File: src/rtl/wdk_pkg.sv
package wdk_pkg;
  localparam int DATA_W = 32;
  localparam int ADDR_W = 5;

  localparam logic [ADDR_W-1:0] A_COUNT  = 5'h00;
  localparam logic [ADDR_W-1:0] A_THRESH = 5'h04;
  localparam logic [ADDR_W-1:0] A_ENABLE = 5'h08;
  localparam logic [ADDR_W-1:0] A_KEY    = 5'h0C;
  localparam logic [ADDR_W-1:0] A_STATUS = 5'h10;

  localparam logic [DATA_W-1:0] UNLOCK_KEY = 32'hF1D0DEAD;
  localparam int PRE_BIT = 8;
  localparam int EXP_BIT = 9;

  // Next value of a running or stopped counter that saturates at zero.
  function automatic logic [DATA_W-1:0] count_step(logic [DATA_W-1:0] c, logic run);
    return (run && (c != '0)) ? c - DATA_W'(1) : c;
  endfunction

  // True when this cycle's decrement lands exactly on target.
  function automatic logic lands_on(logic [DATA_W-1:0] c, logic run,
                                    logic [DATA_W-1:0] target);
    return run && (c != '0) && ((c - DATA_W'(1)) == target);
  endfunction
endpackage

File: src/rtl/wdk_unlock.sv
module wdk_unlock
  import wdk_pkg::*;
(
  input  logic              clk,
  input  logic              rst_n,
  input  logic              wr_en,
  input  logic [ADDR_W-1:0] addr,
  input  logic [DATA_W-1:0] wdata,
  output logic              armed,
  output logic              commit
);
  logic armed_q;

  always_ff @(posedge clk or negedge rst_n) begin
    if (!rst_n)
      armed_q <= 1'b0;
    else if (wr_en)
      armed_q <= (addr == A_KEY) && (wdata == UNLOCK_KEY);
  end

  assign armed  = armed_q;
  assign commit = wr_en && armed_q && (addr != A_KEY);

  // any write other than the key uses up the arming
  p_arm_consumed_r3: assert property (@(posedge clk) disable iff (!rst_n)
    (wr_en && addr != A_KEY) |=> !armed);

  // reads never touch the arming
  p_read_keeps_arm_r3: assert property (@(posedge clk) disable iff (!rst_n)
    !wr_en |=> $stable(armed));
endmodule

File: src/rtl/wdk_counter.sv
module wdk_counter
  import wdk_pkg::*;
#(
  parameter logic [DATA_W-1:0] RESET_COUNT = '1
) (
  input  logic              clk,
  input  logic              rst_n,
  input  logic              load_en,
  input  logic [DATA_W-1:0] load_val,
  input  logic              run,
  input  logic [DATA_W-1:0] threshold,
  output logic [DATA_W-1:0] count,
  output logic              hit_thresh,
  output logic              hit_zero
);
  logic [DATA_W-1:0] count_q;
  logic              take_load;

  assign take_load = load_en && (load_val != '0);

  always_ff @(posedge clk or negedge rst_n) begin
    if (!rst_n)
      count_q <= RESET_COUNT;
    else if (take_load)
      count_q <= load_val;
    else
      count_q <= count_step(count_q, run);
  end

  assign count      = count_q;
  assign hit_zero   = !take_load && lands_on(count_q, run, '0);
  assign hit_thresh = !take_load && (threshold != '0) && lands_on(count_q, run, threshold);

  // zero is a floor
  p_no_wrap_r6: assert property (@(posedge clk) disable iff (!rst_n)
    (count == '0 && !load_en) |=> count == '0);

  // stopped count holds
  p_hold_stopped_r5: assert property (@(posedge clk) disable iff (!rst_n)
    (!run && !load_en) |=> $stable(count));

  // running count drops by one
  p_step_one_r5: assert property (@(posedge clk) disable iff (!rst_n)
    (run && count != '0 && !load_en) |=> count == $past(count) - DATA_W'(1));
endmodule

File: src/rtl/wdk_irq_status.sv
module wdk_irq_status (
  input  logic       clk,
  input  logic       rst_n,
  input  logic       set_pre,
  input  logic       set_exp,
  input  logic       clear,
  output logic [1:0] flags
);
  logic [1:0] flags_q;

  always_ff @(posedge clk or negedge rst_n) begin
    if (!rst_n)
      flags_q <= 2'b00;
    else
      flags_q <= (clear ? 2'b00 : flags_q) | {set_exp, set_pre};
  end

  assign flags = flags_q;

  // expiry flag is sticky until cleared
  p_expire_sticky_r9: assert property (@(posedge clk) disable iff (!rst_n)
    (flags[1] && !clear) |=> flags[1]);

  // a clear with no new event empties both flags
  p_clear_both_r10: assert property (@(posedge clk) disable iff (!rst_n)
    (clear && !set_pre && !set_exp) |=> flags == 2'b00);
endmodule

File: src/rtl/wdk_timer.sv
module wdk_timer
  import wdk_pkg::*;
#(
  parameter logic [DATA_W-1:0] RESET_COUNT = '1
) (
  input  logic              clk,
  input  logic              rst_n,
  input  logic [ADDR_W-1:0] bus_addr,
  input  logic              bus_wr,
  input  logic [DATA_W-1:0] bus_wdata,
  output logic [DATA_W-1:0] bus_rdata,
  output logic              irq_pre,
  output logic              irq_expire
);
  logic              armed, commit;
  logic              en_q;
  logic [DATA_W-1:0] thresh_q;
  logic [DATA_W-1:0] count;
  logic              hit_thresh, hit_zero;
  logic [1:0]        flags;
  logic              wr_count, wr_thresh, wr_enable, clr_status;

  wdk_unlock u_unlock (
    .clk(clk), .rst_n(rst_n), .wr_en(bus_wr), .addr(bus_addr),
    .wdata(bus_wdata), .armed(armed), .commit(commit)
  );

  assign wr_count   = commit && (bus_addr == A_COUNT);
  assign wr_thresh  = commit && (bus_addr == A_THRESH);
  assign wr_enable  = commit && (bus_addr == A_ENABLE);
  assign clr_status = commit && (bus_addr == A_STATUS) &&
                      bus_wdata[EXP_BIT] && bus_wdata[PRE_BIT];

  always_ff @(posedge clk or negedge rst_n) begin
    if (!rst_n) begin
      en_q     <= 1'b0;
      thresh_q <= '0;
    end else begin
      if (wr_enable) en_q     <= bus_wdata[0];
      if (wr_thresh) thresh_q <= bus_wdata;
    end
  end

  wdk_counter #(.RESET_COUNT(RESET_COUNT)) u_counter (
    .clk(clk), .rst_n(rst_n), .load_en(wr_count), .load_val(bus_wdata),
    .run(en_q), .threshold(thresh_q), .count(count),
    .hit_thresh(hit_thresh), .hit_zero(hit_zero)
  );

  wdk_irq_status u_status (
    .clk(clk), .rst_n(rst_n), .set_pre(hit_thresh), .set_exp(hit_zero),
    .clear(clr_status), .flags(flags)
  );

  assign irq_pre    = flags[0];
  assign irq_expire = flags[1];

  always_comb begin
    bus_rdata = '0;
    case (bus_addr)
      A_COUNT:  bus_rdata = count;
      A_THRESH: bus_rdata = thresh_q;
      A_ENABLE: bus_rdata[0] = en_q;
      A_KEY:    bus_rdata[0] = armed;
      A_STATUS: begin
        bus_rdata[PRE_BIT] = flags[0];
        bus_rdata[EXP_BIT] = flags[1];
      end
      default:  bus_rdata = '0;
    endcase
  end

  // a locked write changes no setting
  p_locked_write_r2: assert property (@(posedge clk) disable iff (!rst_n)
    (bus_wr && !armed) |=> ($stable(thresh_q) && $stable(en_q)));

  // pre-timeout only rises under a nonzero threshold
  p_pre_needs_thr_r8: assert property (@(posedge clk) disable iff (!rst_n)
    $rose(irq_pre) |-> $past(thresh_q) != '0);

  // pre-timeout rises as the count lands on the threshold
  p_pre_at_thr_r7: assert property (@(posedge clk) disable iff (!rst_n)
    ($rose(irq_pre) && $stable(thresh_q)) |-> count == thresh_q);
endmodule

File: config.mk
export PLATFORM = sky130hd
export DESIGN_NAME = wdk_timer
export DESIGN_NICKNAME = d
export VERILOG_FILES = /design/src/rtl/wdk_pkg.sv /design/src/rtl/wdk_unlock.sv /design/src/rtl/wdk_counter.sv /design/src/rtl/wdk_irq_status.sv /design/src/rtl/wdk_timer.sv
export SDC_FILE = /design/constraint.sdc
export NUM_CORES = 1
export LEC_CHECK = 0
export BUFFER_PORTS_ARGS = -buffer_cell sky130_fd_sc_hd__buf_2
export CAP_MARGIN = 20
export CORE_MARGIN = 2
export CORE_UTILIZATION = 63
export DETAILED_ROUTE_END_ITERATION = 16
export PLACE_DENSITY = 0.89
export SLEW_MARGIN = 20
export SYNTH_ARGS = -nofsm -noshare
export SYNTH_HDL_FRONTEND = slang
export SYNTH_SLANG_ARGS = --single-unit
File: constraint.sdc
create_clock -name clk -period 7.75 [get_ports clk]
set_clock_uncertainty 0.2 [all_clocks]
set_input_delay 0.775 -clock clk [delete_from_list [all_inputs] [get_ports clk]]
set_output_delay 0.775 -clock clk [all_outputs]
set_load 0.1 [all_outputs]
# Yosys cells after proc, flatten, opt, wreduce, memory -nomap -nowiden
# Index checks and enable logic that the tools add are counted.
# totals
register_bits,68
inputBits,40
out_inout_bits,34
wordCells,44
# classes
add_sub_neg,1
eq_ne,7
muxes,7
n_bitwise,1
reduce_logical,23
# ops
op,n
$reduce_bool A32 Y1,3
$mux W32,2
$pmux W22 S2,1
$eq A32 B32 Y1,1
$eq A32 B32 Y1 const B,1
$logic_not A32 Y1,1
$sub A32 B1 Y32 const B,1
$logic_and A1 B1 Y1,16
$pmux W7 S2,1
$eq A5 B4 Y1 const B,2
$pmux W2 S3,1
$eq A5 B3 Y1 const B,1
$eq A5 B5 Y1 const B,1
$logic_not A5 Y1,1
$ne A5 B4 Y1 const B,1
$pmux W1 S4,1
$mux W2,1
$or A2 B2 Y2,1
$reduce_bool A2 Y1,1
$logic_not A1 Y1,1

# Logic depth before layout (Yosys ltp)
# logic_depth
depth_word,8
ltp_mapped,11
depth_no_buf,9

# Hierarchy
# A second synthesis with hierarchy kept.
# unflattened
hier_cells,582
hier_area_um2,5396.4
# by_module_without_submodules
mod,n_inst,cells_each,area_each_um2,seq_area_each_um2
wdk_counter,1,431,3510.9,840.8
wdk_timer,1,129,1656.6,825.8
wdk_unlock,1,17,160.2,25.0
wdk_irq_status,1,5,68.8,50.0

# Worst setup path after synthesis
# No wires, ideal clock.
# synth_path
kind,input port to output port
startpoint,in bus_addr[1]
endpoint,out bus_rdata[10]
arrival_ns,2.616
required_ns,6.775
path_slack_ns,4.159
path_stages,4
n_path_buf,1
path_cell_list,or3_1 > nor3b_1 > clkbuf_1 > a22o_1
# synth_between
elab_chain_len,2
word_cells_on_any_way,3
cone_classes,eq/ne: 1; mux: 1; reduce/logical: 1
# synth_lines
element,line_no,text
start: declaration,wdk_timer.sv:8,"input logic [ADDR_W-1:0] bus_addr,"
$eq A5 B3 Y1 or $logic_not A5 Y1 (tied branches),wdk_timer.sv:60,case (bus_addr)
$pmux W22 S2 *,wdk_timer.sv:60,
end: declaration,wdk_timer.sv:11,"output logic [DATA_W-1:0] bus_rdata,"
# Every way passes the cells marked *; elsewhere a longest branch is shown, timed or not.

# Final worst setup path
# layout_path
startpoint,"reg u_counter.count_q[1], in the netlist u_counter.count[1]"
endpoint,"reg u_status.flags_q[0], in the netlist u_status.flags[0]"
# layout_between
elab_chain_len,5
word_cells_on_any_way,7
cone_classes,add/sub: 1; eq/ne: 1; bitwise: 1; reduce/logical: 4
# layout_lines
element,line_no,text
start: declaration,wdk_counter.sv:16,logic [DATA_W-1:0] count_q;
start signal: assignment,wdk_counter.sv:25,count_q <= load_val;
start signal: assignment,wdk_counter.sv:27,"count_q <= count_step(count_q, run);"
$sub A32 B1 Y32 or $reduce_bool A32 Y1 (tied branches),wdk_pkg.sv:23,return run && (c != '0) && ((c - DATA_W'(1)) == target);
$eq A32 B32 Y1 or $logic_and A1 B1 Y1 (tied branches),wdk_pkg.sv:23,
$logic_and A1 B1 Y1 *,wdk_pkg.sv:23,
$logic_and A1 B1 Y1 *,wdk_counter.sv:32,"assign hit_thresh = !take_load && (threshold != '0) && lands_on(count_q, run, threshold);"
$or A2 B2 Y2 *,wdk_irq_status.sv:15,"flags_q <= (clear ? 2'b00 : flags_q) | {set_exp, set_pre};"
end signal: assignment,wdk_irq_status.sv:15,
end: declaration,wdk_irq_status.sv:9,logic [1:0] flags_q;
# Marked as above.
# A chain may end at the register's enable or synchronous reset.

==> metrics.md <==
| Metric | Value |
|---|---|
| Core Area | 0.00773 sq mm |
| Mapped Area | 0.00502 sq mm |
| Chip Height | 93.2 um |
| PortBufs | 73 |
| Hold_ws | 0.372 ns |
| Initial antenna violation count | 0 |
| Worst-case vdd ir drop | 0.118 mV |
| Worst Hold Depth | 2 |
| Vias in the first global route | 4456 |
| Total CTS buffers | 9 |
| Synthesis-stage register bit count | 68 |
| Main synth FF type | dfrtp_1 |
| Sum Neg Setup Slack | 0 ns |
| Final count of negative-setup-slack endpoints | 0 |
| Max-slew headroom | 0.407 |
| Crit-path cells | inv_1, ha_1, or3b_2, nor4_2, a31oi_1, nor4b_1, o2111ai_1, or4_1, o41ai_2 |
| Status | finished clean |
| Synth unique cells | 60 |
| Hold Vio Cnt, Final | 0 |
| Critical path class | reg2reg |
| FP Rows | 32 |
| Initial core utilization | 0.649 |
| Wire per inst | 21.3 um |
| Syn. warnings | 0 |
| FMAX | 0.265 GHz |
| Htree depth | 3 |
| Root Buffer | clkbuf_8 |
| Die area | 0.00869 sq mm |
| Worst min path class | reg2reg |
| Post-detail-place hpwl | 11.4 mm |
| Die Span X | 93.2 um |
| CP max stage delay | 0.70 ns |
| Req. time, crit path | 7.81 ns |
| Worst-margin pin slew | 0.881 ns |
| Main area contributors after synthesis | dfrtp_1, dfstp_2, xnor2_1 |
| Layout cells sized above 1 | 0.280 |
| RSZ-0062 raised after global routing | no |
| Register area share after synthesis | 0.347 |
| Cts hold-fix bufs | 0 |
| Crit. path cell count | 9 |
| Critical path buffers and inverters | 1 |
| Clock sink count | 68 |
| Leakage power | 2.15 nW |
| Vias per inst | 6.62 |
| Synth-to-layout area growth | 11.7% |
| Commonest cells in the netlist | nand2_1, o21ai_0, xnor2_1 |
| Number of flops mapped to enable cells by yosys | 0 |
| 1st-iter DRT viols | 501 |
| # IOs | 74 |
| Clock latency on the worst-skew pair | 0.36 ns |
| Fraction of the cycle the final worst path needs | 0.488 |
| Tot GR Track Use | 0.369 |
| Detail Route Antenna Nets | 0 |
| Pre-antenna DRT Iters | 5 |
| CTS max path bufs | 2 |
| Remaining global-route overflow | 0 |
| CTS resizes | 0 |
| Startpoint Class | flop |
| Cell family with most CP delay | simple AND/OR/NAND/NOR gates |
| Post-CTS Setup Repair Bufs | 0 |
| DRT Wirelength | 15.5 mm |
| Mapped Nets | 617 |
| Clk slew on worst S/H paths | 0.08 ns |
| Maxcap violations | 0 |
| FFs w/ async S/R, synth | 1.00 |
| CTS tree | done |
| Synth top area share | 0.180 |
| Most frequent cell after synthesis | nand2_1 |
| Worst r2r path cells | 9 |
| Residual DRC count | 0 |
| Period minus WS final | 3.78 ns |
| PwrDens | 141 mW/mm^2 |
| Slowest cell on the critical path | nor4_2 |
| Diodes inserted | 0 |
| Synth area leader | dfrtp_1 |
| Syn Inst Count | 574 |
| Final GP Congestion | 1.00 |
| CP arrival | 3.84 ns |
| Pwr Total | 791 uW |
| Fin nets | 663 |
| Kind of end point of the critical path | flop |
| Via count | 4816 |
| Largest net degree at the start of global routing | 69 |
| Synth Area per Inst | 8.74 sq um |
| Pins Over Slew Limit | 0 |
| First-pass GRT wire length | 24.5 mm |
| Worst Path Max Fanout | 11 |
-- registers in the layout, summed over array words and instances, names as in the netlist --
signal	flops
u_status.flags	2
u_unlock.armed	1
u_counter.count	32
thresh_q	32
en_q	1
-- worst min-delay path: stages (launching register included) --
cell	delay [ns]
dfrtp_1	0.41
nand2_1	0.08
o41ai_2	0.05
-- placed cells by master (no fill, tap or decap), types with 3 or more instances in the layout --
master / n
xnor2_1: 47
a21oi_1: 6
dfrtp_1: 36
nand3_1: 15
buf_4: 7
or4_1: 11
ha_1: 3
a31oi_1: 7
o21ai_0: 49
xor2_1: 28
or2_2: 3
buf_2: 73
nor3_1: 18
nor3b_1: 3
nor4_1: 31
nor2_1: 32
nand2_1: 68
clkbuf_8: 10
nand4_1: 14
inv_1: 14
mux2_2: 29
dfstp_2: 32
a22o_1: 28
or3_1: 6
-- metrics by stage --
stage	utilization	cells	worst slack [ns]	instance area [sq um]
floorplan	-	574	4.16	5020
global placement	0.700	711	4.02	5410
detailed placement	0.700	711	3.86	5410
CTS	0.725	727	4.07	5600
global route	0.725	727	3.76	5600
finish	0.725	727	3.97	5600
-- kinds of logic (layout without fill, tap and decap cells) --
| group | Yosys count | count (layout) | synth area share |
|---|---|---|---|
| simple gates | 222 | 222 | 0.230 |
| compound gates | 113 | 113 | 0.155 |
| xor+xnor | 77 | 77 | 0.140 |
| flops | 68 | 68 | 0.347 |
| buf+inv | 59 | 110 | 0.0469 |
| mux | 32 | 32 | 0.0736 |
| fa+ha+maj | 3 | 3 | 0.00748 |
-- per-layer routing --
layer | vias up | global-route usage | share of wire
met1 | 2269 | 0.542 | 0.42
li1 | 2183 | - | -
met4 | 0 | 0.119 | 0.024
met2 | 330 | 0.561 | 0.45
met5 | - | 0 | 0
met3 | 34 | 0.0548 | 0.11
-- final timing paths --
check	from	end	slack, ns
max reg2reg	u_counter.count[1]$_DFFE_PN1P_	u_status.flags[0]$_DFF_PN0_	3.97
min	u_status.flags[0]$_DFF_PN0_	u_status.flags[0]$_DFF_PN0_	0.37
min in group asynchronous	rst_n	thresh_q[5]$_DFFE_PN0P_	0.40
max	u_counter.count[1]$_DFFE_PN1P_	u_status.flags[0]$_DFF_PN0_	3.97
min reg2reg	u_status.flags[0]$_DFF_PN0_	u_status.flags[0]$_DFF_PN0_	0.37
max in group asynchronous	rst_n	thresh_q[26]$_DFFE_PN0P_	6.37
-- report_power, final --
| part | total [mW] | switching (mW) | internal (mW) |
|---|---|---|---|
| clock | 0.299 | 0.141 | 0.157 |
| sequential | 0.381 | 0.0145 | 0.366 |
| combinational | 0.112 | 0.0738 | 0.0377 |
| total | 0.791 | 0.230 | 0.561 |
-- layout make-up --
type	count	area [sq um]
multi-input cells	447	3070
fillers	569	2120
flip-flops and latches	68	1740
repair buffers	80	418
clock buffers	12	145
well taps	102	128
inverters	14	52.6
clock inverters	4	48.8
Note: power is estimated with default switching activity, not from simulation.
